<file path="config.mk">
export PLATFORM = sky130hd
export DESIGN_NAME = t1_yellow_alarm
export DESIGN_NICKNAME = d
export VERILOG_FILES = /design/src/rtl/t1ya_pkg.sv /design/src/rtl/t1ya_sf_timer.sv /design/src/rtl/t1ya_esf_match.sv /design/src/rtl/t1_yellow_alarm.sv
export SDC_FILE = /design/constraint.sdc
export NUM_CORES = 1
export LEC_CHECK = 0
export BUFFER_PORTS_ARGS = -buffer_cell sky130_fd_sc_hd__buf_2
export CAP_MARGIN = 20
export CORE_MARGIN = 10
export CORE_UTILIZATION = 53
export DETAILED_ROUTE_END_ITERATION = 6
export PLACE_DENSITY_LB_ADDON = 0.08
export SLEW_MARGIN = 30
export SYNTH_ARGS = -nofsm -noshare
export SYNTH_HDL_FRONTEND = slang
export SYNTH_SLANG_ARGS = --single-unit
</file>
<file path="constraint.sdc">
create_clock -name clk -period 2.78 [get_ports clk]
set_input_delay 0.278 -clock clk [delete_from_list [all_inputs] [get_ports clk]]
set_output_delay 0.278 -clock clk [all_outputs]
set_load 0.01 [all_outputs]
</file>
<file path="src/rtl/t1ya_pkg.sv">
package t1ya_pkg;
  typedef enum logic {
    FMT_SF  = 1'b0,
    FMT_ESF = 1'b1
  } frame_fmt_e;

  localparam int          LINK_PAT_W   = 16;
  localparam logic [15:0] LINK_YEL_PAT = 16'h00FF;
endpackage

</file>
<file path="src/rtl/t1ya_sf_timer.sv">
module t1ya_sf_timer #(
  parameter int SET_MS   = 600,
  parameter int REL_MS   = 200,
  parameter int PEN_W    = 8,
  parameter int CHAN_W   = 5,
  parameter int NUM_CH   = 24,
  parameter int BITPOS_W = 3,
  parameter int SIG_BIT  = 1,
  localparam int SET_W   = $clog2(SET_MS + 1),
  localparam int REL_W   = $clog2(REL_MS + 1)
) (
  input  logic                clk,
  input  logic                rst_n,
  input  logic                clr,
  input  logic                en,
  input  logic                bit_vld,
  input  logic                rx_bit,
  input  logic [CHAN_W-1:0]   chan_idx,
  input  logic [BITPOS_W-1:0] bit_pos,
  input  logic                tick,
  input  logic [PEN_W-1:0]    pen_thr,
  output logic                alarm,
  output logic [SET_W-1:0]    set_cnt
);
  localparam logic [SET_W-1:0] SET_LAST = SET_W'(SET_MS - 1);
  localparam logic [SET_W-1:0] SET_TOP  = SET_W'(SET_MS);
  localparam logic [REL_W-1:0] REL_LAST = REL_W'(REL_MS - 1);

  logic [PEN_W-1:0] pen;
  logic [REL_W-1:0] rel_cnt;
  logic             seen;
  logic             hit, hit_one, pen_full, win_good;

  // a sample counts only at the watched bit of a real channel
  assign hit      = en && bit_vld && (bit_pos == BITPOS_W'(SIG_BIT)) &&
                    (chan_idx < CHAN_W'(NUM_CH));
  assign hit_one  = hit && rx_bit;
  assign pen_full = &pen;
  assign win_good = seen && (pen <= pen_thr);

  always_ff @(posedge clk) begin
    if (!rst_n || clr || !en) begin
      pen     <= '0;
      seen    <= 1'b0;
      set_cnt <= '0;
      rel_cnt <= '0;
      alarm   <= 1'b0;
    end else if (tick) begin
      // window closes; a sample on the tick cycle opens the next one
      seen <= hit;
      pen  <= hit_one ? PEN_W'(1) : '0;
      if (win_good) begin
        rel_cnt <= '0;
        if (set_cnt != SET_TOP) set_cnt <= set_cnt + 1'b1;
        if (set_cnt == SET_LAST) alarm <= 1'b1;
      end else begin
        set_cnt <= '0;
        if (alarm) begin
          if (rel_cnt == REL_LAST) begin
            alarm   <= 1'b0;
            rel_cnt <= '0;
          end else begin
            rel_cnt <= rel_cnt + 1'b1;
          end
        end
      end
    end else begin
      if (hit) seen <= 1'b1;
      if (hit_one && !pen_full) pen <= pen + 1'b1;
    end
  end
endmodule

</file>
<file path="src/rtl/t1ya_esf_match.sv">
module t1ya_esf_match
  import t1ya_pkg::*;
#(
  parameter int HOLD_W = 12,
  localparam int FILL_W = $clog2(LINK_PAT_W + 1)
) (
  input  logic              clk,
  input  logic              rst_n,
  input  logic              clr,
  input  logic              en,
  input  logic              fdl_vld,
  input  logic              fdl_bit,
  input  logic [HOLD_W-1:0] hold_len,
  output logic              alarm
);
  localparam logic [FILL_W-1:0] FILL_TOP  = FILL_W'(LINK_PAT_W);
  localparam logic [FILL_W-1:0] FILL_LAST = FILL_W'(LINK_PAT_W - 1);

  logic [LINK_PAT_W-1:0] sr;
  logic [LINK_PAT_W-1:0] sr_nxt;
  logic [FILL_W-1:0]     fill;
  logic [HOLD_W-1:0]     gap;
  logic                  match, gap_done;

  // oldest bit ends up at the MSB
  assign sr_nxt   = {sr[LINK_PAT_W-2:0], fdl_bit};
  assign match    = (fill >= FILL_LAST) && (sr_nxt == LINK_YEL_PAT);
  assign gap_done = ({1'b0, gap} + 1'b1) >= {1'b0, hold_len};

  always_ff @(posedge clk) begin
    if (!rst_n || clr || !en) begin
      sr    <= '0;
      fill  <= '0;
      gap   <= '0;
      alarm <= 1'b0;
    end else if (fdl_vld) begin
      sr <= sr_nxt;
      if (fill != FILL_TOP) fill <= fill + 1'b1;
      if (match) begin
        alarm <= 1'b1;
        gap   <= '0;
      end else if (alarm) begin
        if (gap_done) begin
          alarm <= 1'b0;
          gap   <= '0;
        end else begin
          gap <= gap + 1'b1;
        end
      end
    end
  end
endmodule

</file>
<file path="src/rtl/t1_yellow_alarm.sv">
module t1_yellow_alarm
  import t1ya_pkg::*;
#(
  parameter int SET_MS   = 600,
  parameter int REL_MS   = 200,
  parameter int PEN_W    = 8,
  parameter int HOLD_W   = 12,
  parameter int CHAN_W   = 5,
  parameter int NUM_CH   = 24,
  parameter int BITPOS_W = 3,
  parameter int SIG_BIT  = 1,
  localparam int SET_W   = $clog2(SET_MS + 1)
) (
  input  logic                clk,
  input  logic                rst_n,
  input  logic                fmt_esf,
  input  logic                lof,
  input  logic                bit_vld,
  input  logic                rx_bit,
  input  logic [CHAN_W-1:0]   chan_idx,
  input  logic [BITPOS_W-1:0] bit_pos,
  input  logic                tick_1ms,
  input  logic                fdl_vld,
  input  logic                fdl_bit,
  input  logic [PEN_W-1:0]    pen_thr,
  input  logic [HOLD_W-1:0]   hold_len,
  output logic                alarm
);
  frame_fmt_e       fmt_q;
  logic             fmt_chg, clr_all;
  logic             sf_alarm, esf_alarm;
  logic [SET_W-1:0] sf_set_cnt;

  assign fmt_chg = frame_fmt_e'(fmt_esf) != fmt_q;
  assign clr_all = lof || fmt_chg;

  always_ff @(posedge clk) begin
    if (!rst_n) fmt_q <= FMT_SF;
    else        fmt_q <= frame_fmt_e'(fmt_esf);
  end

  t1ya_sf_timer #(
    .SET_MS(SET_MS), .REL_MS(REL_MS), .PEN_W(PEN_W), .CHAN_W(CHAN_W),
    .NUM_CH(NUM_CH), .BITPOS_W(BITPOS_W), .SIG_BIT(SIG_BIT)
  ) u_sf (
    .clk(clk), .rst_n(rst_n), .clr(clr_all), .en(fmt_q == FMT_SF),
    .bit_vld(bit_vld), .rx_bit(rx_bit), .chan_idx(chan_idx),
    .bit_pos(bit_pos), .tick(tick_1ms), .pen_thr(pen_thr),
    .alarm(sf_alarm), .set_cnt(sf_set_cnt)
  );

  t1ya_esf_match #(.HOLD_W(HOLD_W)) u_esf (
    .clk(clk), .rst_n(rst_n), .clr(clr_all), .en(fmt_q == FMT_ESF),
    .fdl_vld(fdl_vld), .fdl_bit(fdl_bit), .hold_len(hold_len),
    .alarm(esf_alarm)
  );

  assign alarm = (fmt_q == FMT_ESF) ? esf_alarm : sf_alarm;
endmodule

</file>
; ---- After elaboration in Yosys (flattened, before gate mapping)
; Index checks and enable logic that the tools add are counted.
; Widths: inputs -> output; s select.
[op_classes]
bitwise = 1
add_sub_neg = 6
mux = 21
order_cmp = 4
n_reduce_logical = 24
n_eq_ne = 9
[op_table]
columns = cell, count
row1 = $mux 8, 5
row2 = $mux 12, 3
row3 = $mux 10, 2
row4 = $add 8x1->8 const B, 2
row5 = $eq 16x8->1 const B, 1
row6 = $add 12x1->13 const B, 1
row7 = $ge 13x12->1, 1
row8 = $add 12x1->12 const B, 1
row9 = $mux 1, 11
row10 = $add 10x1->10 const B, 1
row11 = $eq 10x10->1 const B, 1
row12 = $ne 10x10->1 const B, 1
row13 = $reduce_and 2->1, 5
row14 = $eq 8x8->1 const B, 1
row15 = $le 8x8->1, 1
row16 = $reduce_and 8->1, 1
row17 = $reduce_bool 2->1, 4
row18 = $logic_and 1x1->1, 7
row19 = $add 5x1->5 const B, 1
row20 = $ge 5x4->1 const B, 1
row21 = $lt 5x5->1 const B, 1
row22 = $ne 5x5->1 const B, 1
row23 = $logic_or 1x1->1, 4
row24 = $ne 2x2->1 const B, 2
row25 = other kinds (4), 6
[word_totals]
input_bits = 37
out_inout_bits = 1
word_cells = 75
register_bits = 62

; ---- Logic depth before layout (Yosys ltp)
[depth]
ltp_word = 8
mapped_depth = 13
ltp_nobuf = 12

; ---- Hierarchy
; A second synthesis with hierarchy kept.
[unflattened]
cells_unflattened = 438
area_unflattened_um2 = 3703.6
[modules_own_cells]
columns = module, cells_each, n_inst, seq_area_each_um2, area_per_inst_um2
row1 = t1ya_esf_match, 220, 1, 660.6, 1900.6
row2 = t1ya_sf_timer, 212, 1, 560.5, 1742.9
row3 = t1_yellow_alarm, 6, 1, 20.0, 60.1

; ---- Worst setup path before layout
; Ideal clock, no wire load.
[synth_timing]
path_type = reg2reg
from = register u_esf.gap[2]
to = register u_esf.gap[7]
path_stages_with_launch = 14
arrival_ps = 2817
required_ps = 2718
period_less_slack_ps = 2879
path_slack_ps = -99
path_buffers = 1
setup_ps = 62
path_cell_list = dfxtp_1 -> and3_1 -> and4_1 -> nand3_1 -> o21a_1 -> or2_1 -> ha_1 -> and3_1 -> nand4_1 -> a31oi_1 -> nor4_4 -> buf_6 -> nand4b_1 -> nand3_1
[synth_via]
elab_chain_len = 5
word_cells_on_any_way = 6
cone_classes = add/sub (2) / order compare (1) / mux (3)
[synth_rtl]
columns = item, line_no
row1 = "start, declared", t1ya_esf_match.sv:22  ; logic [HOLD_W-1:0] gap;
row2 = "start signal, assigned", t1ya_esf_match.sv:47  ; gap <= gap + 1'b1;
row3 = $add 12x1->13, t1ya_esf_match.sv:28  ; assign gap_done = ({1'b0, gap} + 1'b1) >= {1'b0, hold_len};
row4 = $ge 13x12->1, t1ya_esf_match.sv:28
row5 = $mux 12 *, t1ya_esf_match.sv:43  ; if (gap_done) begin
row6 = $mux 12 *, t1ya_esf_match.sv:42  ; end else if (alarm) begin
row7 = $mux 12 *, t1ya_esf_match.sv:39  ; if (match) begin
; Every way passes the cells marked *; elsewhere a longest branch is shown, timed or not. The select of a mux whose other input is x is not followed.
; A chain may end at the register's enable or synchronous reset.

; ---- Worst setup path after layout
[layout_timing]
from = register u_esf.gap[3]
to = register u_esf.gap[6]
; The elaborated chain is that of the path after synthesis.

==> impl_metrics.tcl <==
set metrics [dict create \
    finalClockSkew_ns 0.00736 \
    htreeDepth 3 \
    portBuffers 34 \
    synthSimpleGateAreaFrac_pct 26.0 \
    critPathMaxStageDelay_ns 0.34 \
    drive_above_1_share_pct 21.7 \
    maxSlewHeadroom_pct 56.1 \
    avgSynthCellArea_sq_um 8.39 \
    p_leak_uw 0.00174 \
    setup_viol 0 \
    ff2ff_path_depth 14 \
    place_inst 543 \
    cp_top_family "simple AND/OR/NAND/NOR gates" \
    clkSinkCount 62 \
    drtPass1Iterations 4 \
    yosys_warnings 0 \
    drt_iter0_drc 153 \
    worstPathMaxFanout 6 \
    yosys.area.top_type "dfxtp_1" \
    nets 544 \
    cts_tree "done" \
    fin_crit_sh_pct 99.4 \
    numCtsBuffers 9 \
    arrival_ns 2.99 \
    track_usage_pct 16.4 \
    grt_setup_unrepaired "yes" \
    cp_slowest_cell "dfxtp_2" \
    synth-seq-cells 62 \
    yosys.area_share.adder_pct 9.78 \
    synthMuxAreaShare_pct 5.35 \
    yosys-top-cells-area "dfxtp_1 (35%), ha_1 (9.8%), mux2i_1 (5.0%), nor2_1 (4.3%), xor2_1 (4.2%)" \
    die_y_um 102 \
    status "finished, final reports clean" \
    yosysUniqueCellTypes 53 \
    finalWirelength_mm 8.27 \
    slew_viol_final 0 \
    die-width_um 102 \
    rows 29 \
    hold_violations 0 \
    detail-route-antenna-nets 0 \
    min_path_cells 3 \
    grt_pass1_vias 3167 \
    synth.top_cell.area_share_pct 34.7 \
    max_freq_ghz 0.362 \
    grt_pass1_wl_mm 14.0 \
    synthArstFlopShare_pct 0 \
    syn_to_final_growth_pct 19.7 \
    num_io_pins 38 \
    yosys.area_share.xor_xnor_pct 6.11 \
    grt_max_degree 23 \
    worstPathCellList "and3_4 > and4_4 > nand3_2 > o21a_1 > or2_1 > ha_4 > and3_4 > o21ai_0 > a31oi_2 > nor4_4 > buf_4 > buf_4 > a22oi_2 > o21ai_1" \
    p_total_uw 1870 \
    layout.cells.non_filler 561 \
    drc 0 \
    coreArea_sq_um 6460 \
    place_ws_ns -0.0557 \
    via_count 3150 \
    min_path_type "in -> reg" \
    cp.buffers_inverters 2 \
    drt-vias-per-instance 5.61 \
    synth_edf_count 0 \
    ys.flop_type "dfxtp_1" \
    cp.depth 14 \
    start_kind "flip-flop" \
    syn_area_sq_um 3580 \
    synth-compound-area-share_pct 13.1 \
    cts-root-buf "clkbuf_8" \
    fin_ws_ns 0.0161 \
    clkTransAtPathRegs_ns 0.07 \
    fin_crit_ns 2.76 \
    peakVddDrop_v 0.000381 \
    worstMarginPinSlew_ns 0.654 \
    gp_congestion 0.881 \
    post-route-util_pct 66.4 \
    dp_hpwl_mm 5.86 \
    netlist_instances 427 \
    clock_path_buffers 2 \
    antenna_cells 0 \
    cp-end-kind "flip-flop" \
    power_density_nw_per_um2 436 \
    gr-total-overflow 0 \
    crit_type "reg -> reg" \
    max_cap_violations 0 \
    synth_top_family_by_area "simple AND/OR/NAND/NOR gates" \
    syn_nets 492 \
    worst_ep_required_time_ns 3.01 \
    cts_hold_buf 0 \
    die_area_sq_um 10400 \
    yosysSeqAreaShare_pct 34.7 \
    wire_per_inst_um 14.7 \
    antenna_found_initial 0 \
    worst_skew_pair.late_latency_ns 0.35 \
    start_util_pct 55.4 \
]
-- logic make-up after synthesis --
family | Yosys count
and+or+nand+nor | 177
xor gates and xnor gates | 25
buffers and inverters | 44
adders and majority gates | 28
AOI/OAI and AO/OA | 72
muxes | 19
DFF | 62
-- tightest hold or removal path, delay by kind of cell --
| family | cells | cell delay, ns |
|---|---|---|
| and+or+nand+nor | 1 | 0.07 |
| muxes | 1 | 0.06 |
| buffers and inverters | 1 | 0.09 |
-- what timing repair did --
action,4_1_cts,5_1_grt
gates resized for setup,10,18
pin swaps,9,8
endpoints found under the setup margin,9,13
buffers inserted,0,4
gates cloned,0,0
-- worst paths after layout --
path | start | end | slack, ns
setup / recovery | u_esf.gap[3]$_SDFFE_PP0P_ | u_esf.gap[6]$_SDFFE_PP0P_ | 0.02
hold / removal | fdl_bit | u_esf.sr[0]$_SDFFE_PP0P_ | 0.19
setup reg to reg | u_esf.gap[3]$_SDFFE_PP0P_ | u_esf.gap[6]$_SDFFE_PP0P_ | 0.02
hold reg to reg | u_esf.gap[1]$_SDFFE_PP0P_ | u_esf.gap[1]$_SDFFE_PP0P_ | 0.48
-- cell type report --
class / instances / area, sq um
multi-input combinational: 321 / 2270
fill: 559 / 2170
sequential: 62 / 1250
timing repair buffer: 57 / 347
clock buffer: 9 / 124
inverter: 28 / 105
clock inverter: 7 / 98.8
tap: 77 / 96.3
-- cells in the mapped netlist (2+ instances only) --
master and n:
nor3b_1 2, o21a_1 3, nor4_1 3, nand4_1 18, clkbuf_1 11, a21o_1 2
nand2_1 38, mux2i_1 18, nor2_1 41, a32o_1 3, buf_2 4, and2_1 4
a21oi_1 20, and3_1 9, o211ai_1 3, a22oi_1 5, nand4b_1 3, xor2_1 17
xnor2_1 8, o22ai_1 3, ha_1 28, o21bai_1 3, a31oi_1 8, nor2b_1 6
or3_1 4, and4_1 5, o21ai_0 12, nand3_1 20, nor4b_1 2, dfxtp_1 62
inv_1 28, nor3_1 12, o21ai_1 2
-- power breakdown --
| part | leakage (uW) | internal [uW] | switching (uW) | total [uW] |
|---|---|---|---|---|
| clock | 0.000109 | 507 | 383 | 891 |
| sequential | 0.000502 | 888 | 1.88 | 890 |
| combinational | 0.00112 | 40.0 | 48.8 | 88.8 |
-- state kept, by name, indices dropped and copies added (netlist names) --
signal        count
u_sf.seen         1
u_sf.set_cnt     10
u_sf.alarm        1
u_esf.gap        12
fmt_q             1
u_esf.alarm       1
u_sf.rel_cnt      8
u_sf.pen          8
u_esf.sr         15
u_esf.fill        5
-- placed cells by master, fill, tap and decap left out, drive strengths merged, types with 8 or more instances in the layout --
| master | instances |
|---|---|
| dfxtp | 62 |
| buf | 57 |
| nor2 | 41 |
| nand2 | 39 |
| inv | 28 |
| ha | 28 |
| a21oi | 20 |
| nand3 | 20 |
| nand4 | 18 |
| mux2i | 18 |
| xor2 | 17 |
| o21ai | 14 |
| nor3 | 13 |
| clkbuf | 9 |
| and3 | 9 |
| xnor2 | 8 |
| a31oi | 8 |
-- metrics by stage --
step                      cell area [sq um]  TNS [ns]  hold WS [ns]
final                                  4290         0         0.193
after floorplan                        3590         0         0.400
after CTS                              4200   -0.0347         0.186
after global routing                   4290    -0.995         0.217
after global placement                 3950         0         0.461
after detailed placement               3950    -0.260         0.470
-- layer usage --
layer	routed length, um	up-vias	GRT usage (%)
met5	0	-	0
met4	148	0	6.51
met3	329	16	3.31
met2	4140	45	28.9
met1	3650	1458	18.9
li1	-	1631	-
No activity file was read; power rests on OpenSTA's default activity.
